## src/rtl/dma_seq_pkg.sv

```systemverilog
package dma_seq_pkg;
  typedef enum logic [1:0] {
    ST_IDLE = 2'd0,
    ST_REQ  = 2'd1,
    ST_XFER = 2'd2
  } hs_state_e;
endpackage

```

## src/rtl/dma_hs_fsm.sv

```systemverilog
module dma_hs_fsm
  import dma_seq_pkg::*;
(
  input  logic clk_i,
  input  logic rst_ni,
  input  logic cascade_i,
  input  logic mask_i,
  input  logic dreq_i,
  input  logic hlda_i,
  output logic hrq_o,
  output logic dack_o,
  output logic done_o
);
  hs_state_e st_q, st_d;

  always_comb begin
    st_d = st_q;
    unique case (st_q)
      ST_IDLE: if (dreq_i && !mask_i) st_d = ST_REQ;
      ST_REQ:  if (hlda_i) st_d = ST_XFER;
      ST_XFER: st_d = ST_IDLE;  // single mode: release after each transfer
      default: st_d = ST_IDLE;
    endcase
    if (cascade_i) st_d = ST_IDLE;
  end

  always_ff @(posedge clk_i or negedge rst_ni)
    if (!rst_ni) st_q <= ST_IDLE;
    else         st_q <= st_d;

  always_comb begin
    if (cascade_i) begin
      hrq_o  = dreq_i & ~mask_i;
      dack_o = hlda_i;
      done_o = 1'b0;
    end else begin
      hrq_o  = (st_q != ST_IDLE);
      dack_o = (st_q == ST_XFER);
      done_o = (st_q == ST_XFER);
    end
  end
endmodule

```

## src/rtl/dma_cur_regs.sv

```systemverilog
module dma_cur_regs #(
  parameter int ADDR_W = 16,
  parameter int CNT_W  = 16
) (
  input  logic              clk_i,
  input  logic              rst_ni,
  input  logic              load_i,
  input  logic [ADDR_W-1:0] base_addr_i,
  input  logic [CNT_W-1:0]  base_cnt_i,
  input  logic              incr_i,
  input  logic              autoinit_i,
  input  logic              mask_wr_i,
  input  logic              mask_wdata_i,
  input  logic              done_i,
  output logic              tc_o,
  output logic [ADDR_W-1:0] addr_o,
  output logic [CNT_W-1:0]  cnt_o,
  output logic              mask_o,
  output logic              tc_sts_o
);
  logic [ADDR_W-1:0] addr_step;

  assign tc_o      = done_i && (cnt_o == '0);
  assign addr_step = incr_i ? addr_o + ADDR_W'(1) : addr_o - ADDR_W'(1);

  always_ff @(posedge clk_i or negedge rst_ni) begin
    if (!rst_ni) begin
      addr_o   <= '0;
      cnt_o    <= '0;
      tc_sts_o <= 1'b0;
    end else if (load_i) begin
      addr_o   <= base_addr_i;
      cnt_o    <= base_cnt_i;
      tc_sts_o <= 1'b0;
    end else if (done_i) begin
      if (tc_o) tc_sts_o <= 1'b1;
      if (tc_o && autoinit_i) begin
        addr_o <= base_addr_i;
        cnt_o  <= base_cnt_i;
      end else begin
        addr_o <= addr_step;
        cnt_o  <= cnt_o - CNT_W'(1);  // 0 wraps to all ones
      end
    end
  end

  always_ff @(posedge clk_i or negedge rst_ni) begin
    if (!rst_ni)                    mask_o <= 1'b1;
    else if (mask_wr_i)             mask_o <= mask_wdata_i;
    else if (tc_o && !autoinit_i)   mask_o <= 1'b1;
  end
endmodule

```

## src/rtl/dma_phys_map.sv

```systemverilog
module dma_phys_map #(
  parameter int ADDR_W    = 16,
  parameter int PAGE_W    = 8,
  parameter bit WORD_CHAN = 1'b0,
  localparam int PHYS_W   = ADDR_W + PAGE_W
) (
  input  logic [PAGE_W-1:0] page_i,
  input  logic [ADDR_W-1:0] addr_i,
  output logic [PHYS_W-1:0] phys_o
);
  generate
    if (WORD_CHAN) begin : g_word
      logic unused_pg0;
      assign unused_pg0 = page_i[0];
      assign phys_o = {page_i[PAGE_W-1:1], addr_i, 1'b0};
    end else begin : g_byte
      assign phys_o = {page_i, addr_i};
    end
  endgenerate
endmodule

```

## src/rtl/dma_chan_seq.sv

```systemverilog
module dma_chan_seq #(
  parameter int ADDR_W    = 16,
  parameter int CNT_W     = 16,
  parameter int PAGE_W    = 8,
  parameter bit WORD_CHAN = 1'b0,
  localparam int PHYS_W   = ADDR_W + PAGE_W
) (
  input  logic              clk_i,
  input  logic              rst_ni,
  input  logic              load_i,
  input  logic [ADDR_W-1:0] base_addr_i,
  input  logic [CNT_W-1:0]  base_cnt_i,
  input  logic [PAGE_W-1:0] page_i,
  input  logic              incr_i,
  input  logic              autoinit_i,
  input  logic              cascade_i,
  input  logic              mask_wr_i,
  input  logic              mask_wdata_i,
  input  logic              dreq_i,
  input  logic              hlda_i,
  output logic              hrq_o,
  output logic              dack_o,
  output logic              done_o,
  output logic              tc_o,
  output logic [ADDR_W-1:0] cur_addr_o,
  output logic [CNT_W-1:0]  cur_cnt_o,
  output logic [PHYS_W-1:0] phys_addr_o,
  output logic              mask_o,
  output logic              tc_sts_o
);
  dma_hs_fsm u_fsm (
    .clk_i    (clk_i),
    .rst_ni   (rst_ni),
    .cascade_i(cascade_i),
    .mask_i   (mask_o),
    .dreq_i   (dreq_i),
    .hlda_i   (hlda_i),
    .hrq_o    (hrq_o),
    .dack_o   (dack_o),
    .done_o   (done_o)
  );

  dma_cur_regs #(.ADDR_W(ADDR_W), .CNT_W(CNT_W)) u_regs (
    .clk_i       (clk_i),
    .rst_ni      (rst_ni),
    .load_i      (load_i),
    .base_addr_i (base_addr_i),
    .base_cnt_i  (base_cnt_i),
    .incr_i      (incr_i),
    .autoinit_i  (autoinit_i),
    .mask_wr_i   (mask_wr_i),
    .mask_wdata_i(mask_wdata_i),
    .done_i      (done_o),
    .tc_o        (tc_o),
    .addr_o      (cur_addr_o),
    .cnt_o       (cur_cnt_o),
    .mask_o      (mask_o),
    .tc_sts_o    (tc_sts_o)
  );

  dma_phys_map #(.ADDR_W(ADDR_W), .PAGE_W(PAGE_W), .WORD_CHAN(WORD_CHAN)) u_map (
    .page_i(page_i),
    .addr_i(cur_addr_o),
    .phys_o(phys_addr_o)
  );
endmodule

```

## config.mk

```make
export PLATFORM = sky130hd
export DESIGN_NAME = dma_chan_seq
export DESIGN_NICKNAME = d
export VERILOG_FILES = /design/src/rtl/dma_seq_pkg.sv /design/src/rtl/dma_hs_fsm.sv /design/src/rtl/dma_cur_regs.sv /design/src/rtl/dma_phys_map.sv /design/src/rtl/dma_chan_seq.sv
export SDC_FILE = /design/constraint.sdc
export NUM_CORES = 1
export LEC_CHECK = 0
export BUFFER_PORTS_ARGS = -buffer_cell sky130_fd_sc_hd__buf_4
export CORE_UTILIZATION = 40
export DETAILED_ROUTE_END_ITERATION = 10
export PLACE_DENSITY = 0.77
export REMOVE_ABC_BUFFERS = 1
export SYNTH_ARGS = -nofsm -noshare
export SYNTH_HDL_FRONTEND = slang
export SYNTH_SLANG_ARGS = --single-unit
```

## constraint.sdc

```tcl
create_clock -name clk_i -period 4.9 [get_ports clk_i]
set_input_delay 0.49 -clock clk_i [delete_from_list [all_inputs] [get_ports clk_i]]
set_output_delay 0.49 -clock clk_i [all_outputs]
set_load 0.02 [all_outputs]
```

# --- Word level (Yosys, flattened, before mapping) ---
# Cells that the tools add are included.
totals:
  register_bits: 36
  input_bits: 50
  output_inout_bits: 62
  word_cells: 47
classes:
  n_addsub: 3
  eq_ne: 4
  n_mux: 19
  n_bitwise: 2
  reduce_logical: 14
op_table:
  columns: ["operator", "n"]
  rows:
  - ["two-way mux 16 bit", 7]
  - ["subtractor 16 x 1 -> 16 bit, second input constant", 2]
  - ["adder 16 x 1 -> 16 bit, second input constant", 1]
  - ["zero test 16 bit", 1]
  - ["two-way mux 1 bit", 8]
  - ["nonzero test 2 bit", 4]
  - ["two-way mux 2 bit", 3]
  - ["logical AND 1 bit", 4]
  - ["case mux 2 bit (2 select lines)", 1]
  - ["AND reduction 2 bit", 2]
  - ["inequality test 3 x 2 -> 1 bit, second input constant", 1]
  - ["inequality test 3 bit, second input constant", 1]
  - ["equality test 2 x 1 -> 1 bit, second input constant", 1]
  - ["equality test 2 bit, second input constant", 1]
  - ["zero test 1 bit", 2]
  - ["zero test 2 bit", 1]
  - ["AND 1 bit", 1]
  - ["inverter 1 bit", 1]

# --- Depth between registers and ports, before layout ---
# Gate-level depths: netlist of the first run.
logic_depth:
  ltp_word: 7
  ltp_mapped: 10

# --- By module ---
# From an unflattened synthesis of the first run, not the netlist that was laid out.
hier_totals:
  cells_unflattened: 348
  area_unflattened_um2: 2905.3
by_module_without_submodules:
  columns: ["mod", "n_inst", "cells_per_inst", "area_per_inst_um2"]
  rows:
  - ["dma_cur_regs", 1, 312, 2605.0]
  - ["dma_phys_map", 1, 24, 180.2]
  - ["dma_hs_fsm", 1, 12, 120.1]

# --- Worst setup path before layout of the first run ---
# Ideal clock, no wire load.
synth_path:
  path_type: "input port to flip-flop"
  from: "input incr_i"
  to: "register u_regs.addr_o[15]"
  setup_time_ns: 0.127
  t_arrival_ns: 2.564
  t_required_ns: 4.773
  slack_ns: 2.209
  stages: 9
  path_buffers: 0
  path_cell_list: "inv_1 ha_1 a21o_1 a31o_2 o21ai_0 nand2_1 o311ai_0 a31oi_1 o2bb2a_1"
synth_between:
  elab_chain_cells: 4
synth_rtl:
  columns: ["element", "line", "text"]
  rows:
  - ["start, declared", "dma_chan_seq.sv:14", "input logic incr_i,"]
  - ["two-way mux 16 bit", "dma_cur_regs.sv:24", "assign addr_step = incr_i ? addr_o + ADDR_W'(1) : addr_o - ADDR_W'(1);"]
  - ["two-way mux 16 bit", "dma_cur_regs.sv:37", "if (tc_o && autoinit_i) begin"]
  - ["two-way mux 16 bit", "dma_cur_regs.sv:35", "end else if (done_i) begin"]
  - ["two-way mux 16 bit", "dma_cur_regs.sv:31", "end else if (load_i) begin"]
  - ["end signal, assigned", "dma_cur_regs.sv:32", "addr_o <= base_addr_i;"]
  - ["end signal, assigned", "dma_cur_regs.sv:38", "addr_o <= base_addr_i;"]
  - ["end signal, assigned", "dma_cur_regs.sv:41", "addr_o <= addr_step;"]
  - ["end, declared", "dma_cur_regs.sv:16", "output logic [ADDR_W-1:0] addr_o,"]
# No other way between the ends. The select of a mux whose other input is x is not followed.
# A chain may end at the register's enable or synchronous reset.

# --- Worst setup path in the final report of the first run ---
layout_path:
  from: "register u_regs.cnt_o[7]"
  to: "register u_regs.addr_o[1]"
layout_between:
  elab_chain_cells: 6
layout_rtl:
  columns: ["element", "line", "text"]
  rows:
  - ["start, declared", "dma_cur_regs.sv:17", "output logic [CNT_W-1:0] cnt_o,"]
  - ["start signal, assigned", "dma_cur_regs.sv:33", "cnt_o <= base_cnt_i;"]
  - ["start signal, assigned", "dma_cur_regs.sv:39", "cnt_o <= base_cnt_i;"]
  - ["start signal, assigned", "dma_cur_regs.sv:42", "cnt_o <= cnt_o - CNT_W'(1);"]
  - ["zero test 16 bit", "dma_cur_regs.sv:23", "assign tc_o = done_i && (cnt_o == '0);"]
  - ["logical AND 1 bit", "dma_cur_regs.sv:23", null]
  - ["logical AND 1 bit", "dma_cur_regs.sv:37", null]
  - ["two-way mux 16 bit", "dma_cur_regs.sv:37", null]
  - ["two-way mux 16 bit", "dma_cur_regs.sv:35", null]
  - ["two-way mux 16 bit", "dma_cur_regs.sv:31", null]
# No other way between the ends. The select of a mux whose other input is x is not followed.

==> impl_results.md, run 1 <==
* PortBufs at 95
* Top cells by count, synth: 44 x a21oi_1, 38 x o21ai_0, 35 x dfrtp_1
* Die area at between 7000 and 8000 µm²
* Fin crit share at 63.0%
* Startpoint Class: register
* Leak at 1.61 nW
* Post-synth EDFFs at 0
* Crit end category: register
* WP buf/inv at 1
* Final instance area at 3470 µm²
* WL/cell at 14.0 µm
* Via count at around 2700
* WL final at 7140 µm
* Initial DRC Count at 130
* Worst EP arrival at about 3.2 ns
* Top FF cell, synth: dfrtp_1
* Library cells used by synthesis at 43
* P&R area growth vs syn at 24.0%
* CP Depth at 8
* Pwr per Cell Area at 386 nW/µm²
* CTS tree: yes
* Seq/Total Area, Yosys at 32.2%
* Slowest stage delay, CP at 0.52 ns
* Register bit total from synthesis at 36
* Share of layout cells above drive strength 1 at 27.8%
* Top-count cell post-synth: a21oi_1
* Max Cap Violations at 0
* Total GRT Usage at 19.8%
* Die height at approximately 86 µm
* DRT Pass-1 Iters at 4
* Hold buffers post-CTS at 0
* Clk Latency, worst-skew pair at 0.29 ns
* Worst Clk Skew at 0.00858 ns
* Cell area after placement at 3360 µm²
* Worst setup margin at between 1.5 and 2 ns
* Worst EP required at a little over 5 ns
* Setup Viol. Count Final at 0
* Vias in the first global route at roughly 2500
* Syn Inst Count at 351
* # diodes at 0
* DRC viols at 0
* HPWL after DPL at 5310 µm
* # fillers at 666
* Final net count at 480
* Leading area contributor after synthesis: dfrtp_1
* Largest net degree at the start of global routing at 39
* H-tree depth at 2
* Max FO, Critical Path at 33
* Final Util at 51.1%
* Num Clock Sinks at 36
* Clock transition at the registers of the reported paths at 0.08 ns
* Outcome: finished clean
* CTS max path bufs at 2
* CTS-repair resized insts at 0
* Mapped cell area at 2800 µm²
* # rows at 30
* Post-synth ARST share at 100%
* Initial antenna violation count at 0
* Yosys Warn Count at 0
* Via density at between 5 and 6
* Pwr Total at 1.34 mW
* Critical Path, Cell by Cell: or3_4 -> or3_1 -> nor3_4 -> a21o_1 -> buf_4 -> nor2_1 -> a211oi_1 -> a21oi_1
* RSZ-0062 raised after global routing: no
* Die Wd at between 80 and 90 µm
* Boundary pin count at approximately 110
* Ranking of synthesized cells by area: dfrtp_1 31%, a21oi_1 7.9%, buf_4 7.2%, ha_1 7.1%, o21ai_0 6.8%
* Final Slew Violations at 0
* TritonCTS buffer count at 5
* Synth top area share at between 30% and 40%
* Period minus WS final at 3.08 ns
* Initial Util at 41.2%
* Syn avg cell area at approximately 8 µm²
* Slew Limit Headroom at between 20% and 30%
* Postcts setup bufs at 0
* GR Overflow Total at 0
* Fmax at 324 MHz
* Delay-heaviest family, CP: simple AND/OR/NAND/NOR gates
* Placer Congestion at slightly below 0.9
* Core outline area at roughly 6800 µm²
* Post-route ant nets at 0
* Maximum vdd drop at 0.000171 V
* WS Path Type: register to register
* First-pass GRT wire length at 11800 µm
* Worst slew pin tran at 1.11 ns
* Hold Violations, Final at 0
* CP max stage cell: a21o_1
* Worst Hold Class: input pin to asynchronous set/reset pin
* Worst reg2reg path depth at 8
* Root Buffer: clkbuf_8
* Setup_tns at 0 ns
* Dpl ws at 1.63 ns
metrics by stage:
stage          hold WS (ns)  cells
5_1_grt               0.187    510
3_3_place_gp          0.469    502
6_report              0.143    510
3_5_place_dp          0.472    502
2_1_floorplan         0.194    309
4_1_cts               0.173    510
worst register-to-register path, cell delays in order, from the launching register on:
cell and delay (ns):
dfrtp_1 0.45, or3_4 0.44, or3_1 0.45, nor3_4 0.26
a21o_1 0.52, buf_4 0.43, nor2_1 0.09, a211oi_1 0.23
a21oi_1 0.07
worst paths after layout:
kind,slack [ns],from,endpoint
max reg2reg,1.82,u_regs.cnt_o[7]$_DFFE_PN0P_,u_regs.addr_o[1]$_DFFE_PN0P_
min in group clk_i,0.37,mask_wr_i,u_regs.mask_o$_DFFE_PN1P_
max,1.82,u_regs.cnt_o[7]$_DFFE_PN0P_,u_regs.addr_o[1]$_DFFE_PN0P_
min,0.14,rst_ni,u_regs.cnt_o[12]$_DFFE_PN0P_
min reg2reg,0.49,u_fsm.st_q[1]$_DFFE_PN0P_,u_fsm.st_q[1]$_DFFE_PN0P_
max in group asynchronous,4.38,rst_ni,u_regs.mask_o$_DFFE_PN1P_
metal layers:
metal	up-vias	part of all wire (%)	track usage [%]
met3	4	6.1	3.85
met1	1268	44	25.8
li1	1350	-	-
met5	-	0	0
met4	0	0.80	5.76
met2	107	49	33.5
report_power, final:
part           internal [mW]  switching (mW)
logic                  0.288           0.370
clock network          0.151           0.117
registers              0.351          0.0630
kinds of logic (layout without fill, tap and decap cells):
family	after synthesis	after routing	share of synthesized area, %
AO/OA/AOI/OAI	119	119	24.7
XOR/XNOR	11	11	3.44
adder cells (fa/ha/maj)	17	17	7.86
buffers and inverters	52	115	11.7
flip-flops	36	36	32.2
multiplexers	1	1	0.402
AND/OR/NAND/NOR	115	115	19.7
registers in the layout, summed over array words and instances, names as in the netlist:
register and count:
u_regs.mask_o 1, u_regs.tc_sts_o 1, u_regs.addr_o 16, u_regs.cnt_o 16, u_fsm.st_q 2
cell usage in the layout (no fill, tap or decap), types with 2 or more instances in the layout:
master	Yosys	layout
o21ai_0	38	38
a31oi_1	7	7
o311ai_0	3	3
nand2b_1	3	3
nand3_1	11	11
nor2_1	34	33
inv_1	10	10
o21a_1	4	4
a211oi_1	2	2
nor2b_1	2	2
a21o_1	9	9
xnor2_1	5	5
a22oi_1	5	5
dfrtp_1	35	35
nor3_1	16	16
a21oi_1	44	44
nand4_1	2	2
clkbuf_8	0	5
and3_1	3	3
nand2_1	28	28
nor3b_1	3	3
or3_1	4	4
ha_1	16	16
or2_2	3	3
buf_4	27	97
nor4_1	3	3
xor2_1	6	6
final cells by class:
class	instances	area (µm²)	share of cell area [%]
Clock buffer	5	68.8	1.98
Clock inverter	3	42.5	1.22
Inverter	10	37.5	1.08
Multi-Input combinational cell	263	1570	45.3
Sequential cell	36	902	26.0
Tap cell	96	120	3.46
Timing Repair Buffer	97	728	21.0
Power figures use the tool's default switching activity.
==> run 2: changes to the inputs <==
--- a/config.mk
+++ b/config.mk
@@ -8,7 +8,7 @@
 export BUFFER_PORTS_ARGS = -buffer_cell sky130_fd_sc_hd__buf_4
 export CORE_UTILIZATION = 40
 export DETAILED_ROUTE_END_ITERATION = 10
-export PLACE_DENSITY = 0.77
+export PLACE_DENSITY = 0.8
 export REMOVE_ABC_BUFFERS = 1
 export SYNTH_ARGS = -nofsm -noshare
 export SYNTH_HDL_FRONTEND = slang
==> constraint.sdc (replaced) <==
create_clock -name clk_i -period 2.5 [get_ports clk_i]
set_input_delay 0.25 -clock clk_i [delete_from_list [all_inputs] [get_ports clk_i]]
set_output_delay 0.25 -clock clk_i [all_outputs]
set_load 0.02 [all_outputs]
==> run 2 against run 1 <==
Compared with the run above: sequential power up 94%; highest routed layer unchanged; utilization up 2.7 points; largest power group unchanged; first-iteration DRC count rose by 27%; cell count up 3.7%; non-clock buffer count is 19 higher; combinational power rose by 110%; worst hold slack got worse by 0.021 ns.
==> impl_results.md, run 2 (same netlist as run 1, synthesis figures left out) <==
* Setup_tns at 0 ns (unchanged)
* Clk Latency, worst-skew pair at 0.29 ns (about the same)
* Placed insts at 520 (was 502)
* TritonCTS buffer count at 5 (unchanged)
* Setup Viol. Count Final at 0 (unchanged)
* Switching part of the total at 40.6% (was 41.1%)
* Leading cell type in the layout, fill and taps excluded: buf_4 (unchanged)
* WS Path Type: register to register (unchanged)
* Register Area at 902 µm² (unchanged)
* Vias in the first global route at 2617 (was 2518)
* Fmax at 426 MHz (was 324 MHz)
* Maximum vdd drop at 0.000297 V (was 0.000171 V)
* Worst reg2reg path depth at 8 (unchanged)
* Initial DRC Count at 165 (was 130)
* Fin crit share at 93.8% (was 63.0%)
* Total GRT Usage at 20.7% (was 19.8%)
* Die height at 85.7 µm (unchanged)
* First-pass GRT wire length at 12200 µm (was 11800 µm)
* Hold Violations, Final at 0 (unchanged)
* Via density at 5.34 (was 5.35)
* Die area at 7340 µm² (unchanged)
* Area occupied by multi-input gates at 1590 µm² (was 1570 µm²)
* Slew Limit Headroom at 67.2% (was 25.8%)
* Cell area after placement at 3520 µm² (was 3360 µm²)
* Startpoint Class: register (unchanged)
* Num Clock Sinks at 36 (unchanged)
* CTS max path bufs at 2 (unchanged)
* HPWL after DPL at 5680 µm (was 5310 µm)
* Placer Congestion at 0.872 (was 0.871)
* Worst EP required at 2.65 ns (was 5.03 ns)
* Worst Hold Class: input pin to register (was input pin to asynchronous set/reset pin)
* Switching power of the nets at 1.09 mW (was 0.550 mW)
* Outcome: finished clean (unchanged)
* CP most frequent cell: or3_4
* Int Power at 1.59 mW (was 0.789 mW)
* Die Wd at 85.7 µm (unchanged)
* Crit end category: register (unchanged)
* Final Slew Violations at 0 (unchanged)
* WL/cell at 14.2 µm (was 14.0 µm)
* Largest net degree at the start of global routing at 37 (was 39)
* Critical Path, Cell by Cell: or3_4 -> or3_4 -> nor3_4 -> a21o_1 -> buf_12 -> a21oi_1 -> o21ai_0 -> o311ai_0 (was or3_4 -> or3_1 -> nor3_4 -> a21o_1 -> buf_4 -> nor2_1 -> a211oi_1 -> a21oi_1)
* Root Buffer: clkbuf_8 (unchanged)
* Top Registers: u_regs.addr_o (16), u_regs.cnt_o (16), u_fsm.st_q (2) (unchanged)
* Hold path cells at 2
* CP max stage cell: or3_4 (was a21o_1)
* Share of layout cells above drive strength 1 at 31.2% (was 27.8%)
* Delay-heaviest family, CP: simple AND/OR/NAND/NOR gates (unchanged)
* WP buf/inv at 1 (unchanged)
* RSZ-0062 raised after global routing: no (unchanged)
* P&R area growth vs syn at 30.4% (was 24.0%)
* CP Depth at 8 (unchanged)
* Non-Filler Instances at 529 (was 510)
* H-tree depth at 2 (unchanged)
* Share of power burned in registers at 30.0% (was 30.9%)
* # fillers at 684 (was 666)
* Most frequent cells in the layout: 113 x buf_4, 43 x a21oi_1, 36 x o21ai_0, 35 x dfrtp_1, 33 x nor2_1 (was 97 x buf_4, 44 x a21oi_1, 38 x o21ai_0, 35 x dfrtp_1, 33 x nor2_1)
* Final instance area at 3650 µm² (was 3470 µm²)
* DRT Pass-1 Iters at 4 (unchanged)
* Worst Clk Skew at 0.00793 ns (was 0.00858 ns)
* PortBufs at 95 (unchanged)
* Final Util at 53.8% (was 51.1%)
* Period minus WS final at 2.34 ns (was 3.08 ns)
* Max FO, Critical Path at 26 (was 33)
* Max Cap Violations at 0 (unchanged)
* Initial antenna violation count at 0 (unchanged)
* Worst slew pin tran at 0.492 ns (was 1.11 ns)
* GR Overflow Total at 0 (unchanged)
* Leak at 1.72 nW (was 1.61 nW)
* Final net count at 499 (was 480)
* DRC viols at 0 (unchanged)
* Worst EP arrival at 2.49 ns (was 3.22 ns)
* # rows at 30 (unchanged)
* Combinational share of power at 50.6% (was 49.1%)
* Core outline area at 6790 µm² (unchanged)
* Via count at 2824 (was 2729)
* Initial Util at 41.2% (unchanged)
* Boundary pin count at 112 (unchanged)
* Clock power share at 19.3% (was 20.0%)
* Post-route ant nets at 0 (unchanged)
* # diodes at 0 (unchanged)
* Clock transition at the registers of the reported paths at 0.08 ns (about the same)
* WL final at 7500 µm (was 7140 µm)
* Pwr per Cell Area at 733 nW/µm² (was 386 nW/µm²)
* CTS tree: yes (unchanged)
* Slowest stage delay, CP at 0.41 ns (was 0.52 ns)
-- run 2: changes by cell type in the layout (fill, tap and decap cells not counted), sizes merged --
cell	delta
buf	+18
clkbuf	+1
clkinvlp	-1
dlygate4sd3	+1
-- run 2: routing by layer --
| metal | global-route usage, % | wire, µm | vias to the layer above |
|---|---|---|---|
| met2 | 35.1 | 3610 | 84 |
| li1 | - | - | 1391 |
| met1 | 27.6 | 3520 | 1345 |
| met5 | 0 | 0 | - |
| met4 | 4.55 | 51 | 0 |
| met3 | 3.95 | 323 | 4 |
-- run 2: worst paths after layout --
check | startpoint | to | slack [ns]
worst min register to register | u_fsm.st_q[1]$_DFFE_PN0P_ | u_fsm.st_q[1]$_DFFE_PN0P_ | 0.48
min in group asynchronous | rst_ni | u_regs.cnt_o[14]$_DFFE_PN0P_ | 0.46
worst min-delay path | mask_wr_i | u_regs.mask_o$_DFFE_PN1P_ | 0.12
max in group asynchronous | rst_ni | u_regs.mask_o$_DFFE_PN1P_ | 1.66
worst max-delay path | u_regs.cnt_o[7]$_DFFE_PN0P_ | u_regs.cnt_o[14]$_DFFE_PN0P_ | 0.16
worst max register to register | u_regs.cnt_o[7]$_DFFE_PN0P_ | u_regs.cnt_o[14]$_DFFE_PN0P_ | 0.16
-- run 2: what timing repair did --
| action | CTS | global route |
|---|---|---|
| resized for setup | 0 | 6 |
| endpoints found under the setup margin | 0 | 5 |
| hold endpoints to repair | 35 | 0 |
| hold buffers | 1 | 0 |
| buffers inserted | 0 | 0 |
-- run 2: layout make-up --
| cell class | instances | share of cell area, % |
|---|---|---|
| tap | 96 | 3.29 |
| multi-input combinational | 263 | 43.5 |
| timing repair buffer | 116 | 24.6 |
| inverter | 10 | 1.03 |
| clock buffer | 6 | 1.99 |
| sequential | 36 | 24.7 |
| clock inverter | 2 | 0.959 |
-- run 2: stage by stage --
| step | total power [mW] | hold slack [ns] | worst slack [ns] |
|---|---|---|---|
| 6_report | 2.68 | 0.122 | 0.155 |
| 5_1_grt | 2.86 | 0.127 | 0.00405 |
| 4_1_cts | 2.68 | 0.119 | 0.0573 |
| 3_5_place_dp | 2.16 | 0.249 | -0.0513 |
| 3_3_place_gp | 2.13 | 0.241 | 0.0227 |
| 2_1_floorplan | 1.61 | -0.0456 | -0.749 |
-- run 2: worst reg2reg max path, cell delays in order, from the launching register on --
cell and delay, ns:
dfrtp_1 0.38, or3_4 0.41, or3_4 0.37, nor3_4 0.24, a21o_1 0.25, buf_12 0.19, a21oi_1 0.06, o21ai_0 0.15
o311ai_0 0.16
-- run 2: power by group through the flow --
stage	registers [mW]	clock network [mW]	logic, mW
final	0.804	0.518	1.36
after detailed placement	0.814	0	1.34
after global routing	0.821	0.552	1.48
after floorplan	1.01	0	0.607
after global placement	0.807	0	1.32
after CTS	0.803	0.528	1.35
==> run 3: changes to the inputs <==
--- a/config.mk
+++ b/config.mk
@@ -6,9 +6,11 @@
 export NUM_CORES = 1
 export LEC_CHECK = 0
 export BUFFER_PORTS_ARGS = -buffer_cell sky130_fd_sc_hd__buf_4
-export CORE_UTILIZATION = 40
+export CELL_PAD_IN_SITES_DETAIL_PLACEMENT = 1
+export CELL_PAD_IN_SITES_GLOBAL_PLACEMENT = 1
+export CORE_UTILIZATION = 31
 export DETAILED_ROUTE_END_ITERATION = 10
-export PLACE_DENSITY = 0.8
+export PLACE_DENSITY = 0.85
 export REMOVE_ABC_BUFFERS = 1
 export SYNTH_ARGS = -nofsm -noshare
 export SYNTH_HDL_FRONTEND = slang
==> run 3 against run 2 <==
Compared with the run above: cell area grew 1.1%; largest power group unchanged; via count increased by 1.2%; cell count up 2.6%; largest cell class unchanged; sequential power grew 0.9%; count of clock-buffer cells in the layout stayed put; die area rose by 28%; first-iteration DRC count fell by 48%; total power increased by 2.4%; utilization fell by 11 points; wire length increased by 21%; critical path type unchanged.
==> impl_results.md, run 3 (same netlist as run 1, synthesis figures left out) <==
* Vias in the first global route at 2947 (was 2617)
* CTS max path bufs at 2 (unchanged)
* H-tree depth at 2 (unchanged)
* Pwr per Cell Area at 743 nW/µm² (was 733 nW/µm²)
* Final net count at 501 (was 499)
* Die Wd at 97.1 µm (was 85.7 µm)
* Crit end category: register (unchanged)
* R2r setup slk at 0.12 ns (was 0.16 ns)
* Worst Hold Class: input pin to register (unchanged)
* First-pass GRT wire length at 14700 µm (was 12200 µm)
* Worst slew pin tran at 0.494 ns (was 0.492 ns)
* Critical Path, Cell by Cell: or3_4 -> or3_1 -> nor3_4 -> a21o_1 -> buf_12 -> a21oi_2 -> and3_1 -> nor3_1 (was or3_4 -> or3_4 -> nor3_4 -> a21o_1 -> buf_12 -> a21oi_1 -> o21ai_0 -> o311ai_0)
* PortBufs at 95 (unchanged)
* Fin crit share at 95.2% (was 93.8%)
* DRC viols at 0 (unchanged)
* Outcome: finished clean (unchanged)
* Leading cell type in the layout, fill and taps excluded: buf_4 (unchanged)
* WL final at 9070 µm (was 7500 µm)
* Die area at 9420 µm² (was 7340 µm²)
* CTS tree: yes (unchanged)
* DRT Pass-1 Iters at 5 (was 4)
* Cell area after placement at 3540 µm² (was 3520 µm²)
* Clk Latency, worst-skew pair at 0.30 ns (was 0.29 ns)
* Total GRT Usage at 18.9% (was 20.7%)
* Initial Util at 32.1% (was 41.2%)
* Post-route ant nets at 0 (unchanged)
* Worst Clk Skew at 0.00952 ns (was 0.00793 ns)
* Setup Viol. Count Final at 0 (unchanged)
* Delay-heaviest family, CP: simple AND/OR/NAND/NOR gates (unchanged)
* Period minus WS final at 2.38 ns (was 2.34 ns)
* Fmax at 420 MHz (was 426 MHz)
* Hold Violations, Final at 0 (unchanged)
* Core outline area at 8720 µm² (was 6790 µm²)
* WL/cell at 16.7 µm (was 14.2 µm)
* Root Buffer: clkbuf_8 (unchanged)
* Leak at 1.73 nW (was 1.72 nW)
* Startpoint Class: register (unchanged)
* Worst EP required at 2.71 ns (was 2.65 ns)
* Initial antenna violation count at 0 (unchanged)
* # rows at 34 (was 30)
* WS Path Type: register to register (unchanged)
* Via density at 5.26 (was 5.34)
* Largest net degree at the start of global routing at 48 (was 37)
* Die height at 97.1 µm (was 85.7 µm)
* Final Slew Violations at 0 (unchanged)
* Max FO, Critical Path at 24 (was 26)
* Top Registers: u_regs.addr_o (16), u_regs.cnt_o (16), u_fsm.st_q (2) (unchanged)
* Pwr Total at 2.74 mW (was 2.68 mW)
* GR Overflow Total at 0 (unchanged)
* Final instance area at 3690 µm² (was 3650 µm²)
* Slowest stage delay, CP at 0.42 ns (was 0.41 ns)
* Most frequent cells in the layout: 114 x buf_4, 43 x a21oi_1, 37 x o21ai_0, 35 x dfrtp_1, 33 x nor2_1 (was 113 x buf_4, 43 x a21oi_1, 36 x o21ai_0, 35 x dfrtp_1, 33 x nor2_1)
* Via count at 2857 (was 2824)
* TritonCTS buffer count at 5 (unchanged)
* Slew Limit Headroom at 67.1% (was 67.2%)
* Maximum vdd drop at 0.000246 V (was 0.000297 V)
* WP buf/inv at 1 (unchanged)
* Num Clock Sinks at 36 (unchanged)
* Worst setup margin at 0.120 ns (was 0.155 ns)
* # diodes at 0 (unchanged)
* Share of layout cells above drive strength 1 at 31.3% (was 31.2%)
* Max Cap Violations at 0 (unchanged)
* HPWL after DPL at 6710 µm (was 5680 µm)
* Clock transition at the registers of the reported paths at 0.09 ns (was 0.08 ns)
* Boundary pin count at 112 (unchanged)
* Placer Congestion at 0.892 (was 0.872)
* P&R area growth vs syn at 31.8% (was 30.4%)
* Dpl ws at -0.0501 ns (was -0.0513 ns)
* Initial DRC Count at 85 (was 165)
* Worst EP arrival at 2.59 ns (was 2.49 ns)
* CP max stage cell: or3_4 (unchanged)
run 3: cell count changes in the layout (fill, tap and decap cells not counted), sizes merged:
cell	before	now
buf	115	116
clkbuf	6	7
run 3: area by class of cell:
| type | instances | area [µm²] |
|---|---|---|
| Clock buffer | 6 | 72.6 |
| Clock inverter | 2 | 35.0 |
| Fill cell | 1101 | 5030 |
| Inverter | 10 | 37.5 |
| Multi-Input combinational cell | 263 | 1580 |
| Sequential cell | 36 | 902 |
| Tap cell | 108 | 135 |
| Timing Repair Buffer | 118 | 931 |
run 3: where the power goes:
| group | total (mW) | leakage (nW) | internal [mW] | switching [mW] |
|---|---|---|---|---|
| combinational | 1.39 | 1.25 | 0.614 | 0.781 |
| sequential | 0.811 | 0.425 | 0.687 | 0.124 |
| clock | 0.537 | 0.0552 | 0.297 | 0.241 |
run 3: path summary, 6_finish.rpt:
kind                                                  start                             to  cells after the start
min in group asynchronous                            rst_ni   u_regs.cnt_o[12]$_DFFE_PN0P_                      2
max in group asynchronous                            rst_ni      u_regs.mask_o$_DFFE_PN1P_                      2
worst min register to register    u_fsm.st_q[1]$_DFFE_PN0P_      u_fsm.st_q[1]$_DFFE_PN0P_                      1
worst min-delay path                              mask_wr_i      u_regs.mask_o$_DFFE_PN1P_                      2
worst max-delay path            u_regs.cnt_o[7]$_DFFE_PN0P_  u_regs.addr_o[14]$_DFFE_PN0P_                      8
worst max register to register  u_regs.cnt_o[7]$_DFFE_PN0P_  u_regs.addr_o[14]$_DFFE_PN0P_                      8
run 3: repair_timing:
item / CTS / global route
endpoints found under the hold margin: 35 / 0
hold buffers: 1 / 0
resized for setup: 0 / 4
setup buffers: 0 / 1
endpoints found under the setup margin: 0 / 8
run 3: worst register-to-register path, cell delays in order (launching register included):
cell,delay (ns)
dfrtp_1,0.41
or3_4,0.42
or3_1,0.40
nor3_4,0.26
a21o_1,0.20
buf_12,0.19
a21oi_2,0.09
and3_1,0.16
nor3_1,0.17
run 3: layer usage:
metal	GRT usage [%]	part of all wire [%]	routed length, µm	vias up
met1	24.7	46	4140	1390
met4	4.59	0.82	74	0
li1	-	-	-	1391
met5	0	0	0	-
met2	32.2	50	4520	69
met3	3.45	3.7	339	7
run 3: stage by stage:
step,util [%],setup TNS (ns),cells,hold WS [ns]
CTS,41.9,0,541,0.127
finish,42.4,0,543,0.136
global placement,40.6,0,532,0.252
detailed placement,40.6,-0.0501,532,0.249
global route,42.4,-0.00164,543,0.127
floorplan,-,-18.63,309,-0.0456
